`src/rtl/dbl_pkg.sv`:
```
package dbl_pkg;
    // highest supported CAS latency
    localparam int CL_MAX      = 3;
    // output data mask delay in edges
    localparam int RD_MASK_LAT = 2;

    function automatic int cnt_width(input int beats);
        return (beats > 1) ? $clog2(beats) : 1;
    endfunction
endpackage

```
`src/rtl/dbl_delay.sv`:
```
module dbl_delay #(
    parameter int DEPTH = 3
) (
    input  logic clk,
    input  logic rst_n,
    input  logic en_i,
    input  logic clr_i,
    input  logic din_i,
    input  logic sel_long_i,
    output logic tap_o
);
    typedef struct packed {
        logic [DEPTH-1:0] stage;
    } dly_t;

    dly_t st_d, st_q;

    always_comb begin
        st_d = st_q;
        if (en_i) begin
            if (clr_i) st_d.stage = '0;
            else       st_d.stage = {st_q.stage[DEPTH-2:0], din_i};
        end
    end

    always_ff @(posedge clk or negedge rst_n) begin
        if (!rst_n) st_q <= '0;
        else        st_q <= st_d;
    end

    // long tap = last stage, short tap = one before it
    assign tap_o = sel_long_i ? st_q.stage[DEPTH-1] : st_q.stage[DEPTH-2];
endmodule

```
`src/rtl/dbl_burst.sv`:
```
module dbl_burst #(
    parameter int LW   = 2,
    parameter int MAXV = 3
) (
    input  logic          clk,
    input  logic          rst_n,
    input  logic          en_i,
    input  logic          load_i,
    input  logic [LW-1:0] load_val_i,
    input  logic          clr_i,
    output logic          active_o
);
    typedef struct packed {
        logic          active;
        logic [LW-1:0] left;
    } bst_t;

    bst_t st_d, st_q;

    always_comb begin
        st_d = st_q;
        if (en_i) begin
            if (load_i) begin
                st_d.active = 1'b1;
                st_d.left   = load_val_i;
            end else if (clr_i) begin
                st_d.active = 1'b0;
                st_d.left   = '0;
            end else if (st_q.active) begin
                if (st_q.left == '0) st_d.active = 1'b0;
                else                 st_d.left   = st_q.left - 1'b1;
            end
        end
    end

    always_ff @(posedge clk or negedge rst_n) begin
        if (!rst_n) st_q <= '0;
        else        st_q <= st_d;
    end

    assign active_o = st_q.active;

    AST_LEFT_RANGE: assert property (@(posedge clk) disable iff (!rst_n)
        st_q.active |-> (int'(st_q.left) <= MAXV));
    AST_LAST_BEAT_ENDS: assert property (@(posedge clk) disable iff (!rst_n)
        (st_q.active && en_i && !load_i && !clr_i && st_q.left == '0) |=> !active_o);
endmodule

```
`src/rtl/dbl_bus_timer.sv`:
```
module dbl_bus_timer #(
    parameter int BURST_LEN = 4
) (
    input  logic clk,
    input  logic rst_n,
    input  logic cas_lat3_i,
    input  logic cke_i,
    input  logic cs_i,
    input  logic rd_cmd_i,
    input  logic wr_cmd_i,
    input  logic deact_cmd_i,
    input  logic mask_i,
    output logic rd_valid_o,
    output logic bus_drive_o,
    output logic wr_take_o
);
    import dbl_pkg::*;

    localparam int LW = cnt_width(BURST_LEN);
    localparam logic [LW-1:0] RD_LOAD = LW'(BURST_LEN - 1);
    localparam logic [LW-1:0] WR_LOAD = LW'((BURST_LEN > 1) ? BURST_LEN - 2 : 0);
    localparam logic MULTI_BEAT = (BURST_LEN > 1);

    typedef struct packed {
        logic cke;
    } top_t;

    top_t st_d, st_q;

    logic run, rd_g, wr_g, dea_g;
    logic rd_tap, kill_tap, mask_tap, start;
    logic rd_act, wr_act;

    always_comb begin
        st_d     = st_q;
        st_d.cke = cke_i;
    end

    always_ff @(posedge clk or negedge rst_n) begin
        if (!rst_n) st_q <= '{cke: 1'b1};
        else        st_q <= st_d;
    end

    // internal clock runs when enable was high one edge earlier
    assign run   = st_q.cke;
    assign rd_g  = run & cs_i & rd_cmd_i;
    assign wr_g  = run & cs_i & wr_cmd_i;
    assign dea_g = run & cs_i & deact_cmd_i;
    assign start = rd_tap & ~wr_g;

    dbl_delay #(.DEPTH(CL_MAX - 1)) u_rd_dly (
        .clk(clk), .rst_n(rst_n), .en_i(run), .clr_i(wr_g), .din_i(rd_g),
        .sel_long_i(cas_lat3_i), .tap_o(rd_tap));

    dbl_delay #(.DEPTH(CL_MAX)) u_hz_dly (
        .clk(clk), .rst_n(rst_n), .en_i(run), .clr_i(1'b0), .din_i(dea_g),
        .sel_long_i(cas_lat3_i), .tap_o(kill_tap));

    dbl_delay #(.DEPTH(RD_MASK_LAT + 1)) u_mask_dly (
        .clk(clk), .rst_n(rst_n), .en_i(run), .clr_i(1'b0), .din_i(mask_i),
        .sel_long_i(1'b1), .tap_o(mask_tap));

    dbl_burst #(.LW(LW), .MAXV(BURST_LEN - 1)) u_rd_burst (
        .clk(clk), .rst_n(rst_n), .en_i(run), .load_i(start), .load_val_i(RD_LOAD),
        .clr_i(kill_tap | wr_g), .active_o(rd_act));

    dbl_burst #(.LW(LW), .MAXV(BURST_LEN - 1)) u_wr_burst (
        .clk(clk), .rst_n(rst_n), .en_i(run), .load_i(wr_g & MULTI_BEAT), .load_val_i(WR_LOAD),
        .clr_i(rd_g | dea_g | wr_g), .active_o(wr_act));

    assign bus_drive_o = rd_act;
    assign rd_valid_o  = rd_act & ~mask_tap;
    assign wr_take_o   = run & ~mask_i & (wr_g | (wr_act & ~rd_g & ~dea_g));

    AST_VALID_NEEDS_DRIVE: assert property (@(posedge clk) disable iff (!rst_n)
        rd_valid_o |-> bus_drive_o);
    AST_WR_MASK_ZERO: assert property (@(posedge clk) disable iff (!rst_n)
        mask_i |-> !wr_take_o);
    AST_HIZ_AFTER_DEACT: assert property (@(posedge clk) disable iff (!rst_n)
        (run && kill_tap && !start) |=> !bus_drive_o);
    AST_FROZEN_HOLD: assert property (@(posedge clk) disable iff (!rst_n)
        !run |=> ($stable(bus_drive_o) && $stable(rd_valid_o)));
    AST_FROZEN_NO_TAKE: assert property (@(posedge clk) disable iff (!rst_n)
        !run |-> !wr_take_o);
    AST_CS_BLOCKS_WR: assert property (@(posedge clk) disable iff (!rst_n)
        (!cs_i && !wr_act) |-> !wr_take_o);
    AST_WR_CUTS_READ: assert property (@(posedge clk) disable iff (!rst_n)
        wr_g |=> !bus_drive_o);
endmodule

```
`config.mk`:
```
export PLATFORM = sky130hd
export DESIGN_NAME = dbl_bus_timer
export DESIGN_NICKNAME = d
export VERILOG_FILES = /design/src/rtl/dbl_pkg.sv /design/src/rtl/dbl_delay.sv /design/src/rtl/dbl_burst.sv /design/src/rtl/dbl_bus_timer.sv
export SDC_FILE = /design/constraint.sdc
export NUM_CORES = 1
export LEC_CHECK = 0
export BUFFER_PORTS_ARGS = -buffer_cell sky130_fd_sc_hd__clkbuf_2
export CORE_MARGIN = 4
export CORE_UTILIZATION = 35
export DETAILED_ROUTE_END_ITERATION = 10
export PLACE_DENSITY = 0.61
export SETUP_SLACK_MARGIN = 0.4
export SLEW_MARGIN = 25
export SYNTH_ARGS = -nofsm -noshare
export SYNTH_HDL_FRONTEND = slang
export SYNTH_SLANG_ARGS = --single-unit
```
`constraint.sdc`:
```
create_clock -name clk -period 1.7 [get_ports clk]
set_clock_uncertainty 0.15 [all_clocks]
set_input_delay 0.085 -clock clk [delete_from_list [all_inputs] [get_ports clk]]
set_output_delay 0.085 -clock clk [all_outputs]
set_load 0.01 [all_outputs]
```
==> key figures <==
Detailed routing
  • Antenna viol nets, final: 0
  • Vias: 613
  • First-pass iteration count of the detailed router: 4
  • 1st-iter DRT viols: 14
  • Wirelength per Cell: around 13 um
  • Detailed Route WL: roughly 1600 um
  • DR vias/cell: approximately 5
  • DRC Markers: 0

Pwr
  • Max VDD drop: 563 uV
  • PD cells: 1030 mW/mm^2
  • Leak: 0.512 nW

Clocking
  • H-tree depth: 1
  • Clock Sinks: 15
  • Cts bufs inserted: 3
  • Clock tree from TritonCTS: done
  • Clock slew seen by the registers of the worst setup and hold paths: 0.09 ns
  • CTS Buffer Depth: 2
  • Worst skew pair latency: approximately 0.29 ns
  • CTS root buf: clkbuf_4

Placed design
  • GP Congestion: 0.821
  • Placed insts: 106
  • Placement Setup Slack: between 0.06 and 0.07 ns
  • PortBufs: 11
  • Post-DP HPWL: 1050 um

Timing
  • RSZ-0062 raised after global routing: yes
  • Max-slew violation count: 0
  • Tcrit/Tclk final: 99.1%
  • Final WS setup: 0.0156 ns
  • Setup tns final: 0 ns
  • Upper clock frequency limit: 594 MHz
  • Final Hold Viols: 0
  • Rel. slew slack: approximately 72%
  • Endpoints failing setup: 0
  • Hold WS: 0.0500 ns
  • Worst slew pin tran: 0.410 ns
  • Min cycle time layout: 1.68 ns

Die
  • # rows: 16
  • Starting Density: 37.4%
  • I/O pins: 12
  • Die area: 0.00294 mm^2
  • Core box area: 0.00200 mm^2
  • Chip Height: about 54 um
  • Die width: 54.2 um

Final layout
  • Synth-to-layout area growth: 42.0%
  • Fill count: 188
  • Ant diodes: 0
  • Nets: ~110
  • Layout cells sized above 1: around two fifths
  • Util after Layout: 53.1%
  • Cell Count, Final, Fillers Out: 124

Worst setup path
  • Slowest CP cell: dfstp_2
  • Slowest stage delay, CP: 0.57 ns
  • CP Data Required Time: 1.46 ns
  • CP Class: flop to primary output
  • Data arrival time of the worst path: 1.45 ns
  • Setup crit end kind: primary output
  • CP Cell Sequence: buf_6 -> o211ai_1 -> a21oi_1 -> nor3_2 -> clkbuf_2
  • Startpoint Class: flop
  • Crit-path max FO: 4

Synth
  • Share of async-settable or async-resettable flops after synthesis: 100%
  • Synthesized flop and latch total: 15
  • Post-Syn Area: 748 um^2
  • Area share of the largest cell type after synthesis: 46.8%
  • Ys flop type: dfrtp_1
  • Post-synth net total: 77
  • Avg Inst Size Synth: around 11 um^2
  • Most common cell in the netlist: dfrtp_1
  • Post-synthesis sequential area ratio: 50.3%
  • Synth unique cells: 29
  • Number of enable flip-flop cells after synthesis: 0
  • Synth Warn #: 0
  • Synth top area cells: dfrtp_1 47%, mux2_2 7.5%, inv_1 4.0%, mux2_4 4.0%, dfstp_2 3.5%
  • Post-Syn Instances: 66
  • Top cell type by total area after synthesis: dfrtp_1
  • Top cells by count, synth: 14 x dfrtp_1, 8 x inv_1, 5 x mux2_2, 3 x a21oi_1, 3 x o21ai_0

Run
  • Max_cap viols: 0

Outcome
  • Status: finished, final reports clean

Worst hold path
  • Worst min-delay path class: input pin to flop

GRT
  • Number of global-route vias before repair: around 590
  • GRT Overall Usage: 12.5%
  • Overflow after GRT: 0
  • First-pass GRT wire length: 2580 um
  • Largest net degree at the start of global routing: 16
  • Initial antenna violation count: 0
## placed cells by master (no fill, tap or decap), drive strengths merged, types with 2 or more instances in the layout
| cell type | count |
|---|---|
| o21ai | 3 |
| dlygate4sd3 | 6 |
| buf | 12 |
| a32oi | 2 |
| nor2 | 2 |
| dfrtp | 14 |
| mux2 | 7 |
| a31oi | 2 |
| and3 | 2 |
| clkbuf | 13 |
| nor2b | 2 |
| inv | 8 |
| nand3 | 2 |
| ha | 2 |
| mux2i | 2 |
| a21oi | 3 |
## sequential cells by signal (all words and copies together) (netlist names)
signal               cells
u_wr_burst.active_o      1
u_rd_dly.st_q            2
u_rd_burst.active_o      1
u_wr_burst.st_q          2
run                      1
u_hz_dly.st_q            3
u_rd_burst.st_q          2
u_mask_dly.st_q          3
## where the power goes
part	internal, mW	switching, mW	leakage [nW]
combinational	0.226	0.177	0.308
sequential	0.441	0.0461	0.186
clock	0.0875	0.116	0.0177
total	0.754	0.339	0.512
## timing repair
action,CTS,global route
pin swaps,3,1
setup endpoints to repair,13,15
hold buffers,6,0
buffers inserted,7,1
resized for setup,5,9
hold endpoints to repair,19,0
## stage by stage
stage	area, um^2	power, mW
after floorplan	762	0.735
after global placement	866	0.822
after detailed placement	866	0.831
after CTS	1020	1.08
after global routing	1060	1.18
final	1060	1.09
## layout make-up
cell class	instances	area [um^2]	area share, %
Tap cell	27	33.8	3.18
Inverter	8	30.0	2.83
Clock inverter	1	5.00	0.471
Multi-Input combinational cell	42	375	35.3
Sequential cell	15	377	35.5
Clock buffer	3	22.5	2.12
Timing Repair Buffer	28	219	20.6
## cells by family after synthesis
family                   share of synthesized area [%]
buffers and inverters                             4.51
flip-flops                                        50.3
multiplexers                                      14.2
AO/OA/AOI/OAI                                     14.9
AND/OR/NAND/NOR                                   12.7
adder cells (fa/ha/maj)                           3.34
## layer usage
| layer | vias up | wire [um] | GRT usage (%) |
|---|---|---|---|
| met5 | - | 0 | 0 |
| met2 | 13 | 779 | 20.1 |
| met3 | 4 | 78 | 4.90 |
| li1 | 310 | - | - |
| met4 | 0 | 21 | 4.98 |
| met1 | 286 | 695 | 14.7 |
## critical path, delay by kind of cell (launching register included)
kind,cells,cell delay [ns]
buffers and inverters,2,0.23
and+or+nand+nor,1,0.06
AOI/OAI and AO/OA,2,0.29
DFF,1,0.57
## final timing paths
| check | slack, ns | startpoint | cells past startpoint | end |
|---|---|---|---|---|
| setup / recovery | 0.02 | run | 5 | wr_take_o |
| hold / removal | 0.05 | wr_cmd_i | 3 | u_rd_dly.st_q[0] |
| setup reg to reg | 0.06 | run | 5 | u_rd_burst.st_q[0] |
| hold reg to reg | 0.36 | u_hz_dly.st_q[0] | 1 | u_hz_dly.st_q[1] |
| max in group asynchronous | 1.01 | rst_n | 2 | run |
| min in group asynchronous | 0.08 | rst_n | 2 | u_wr_burst.active_o |
(Power assumes the default switching activity.)
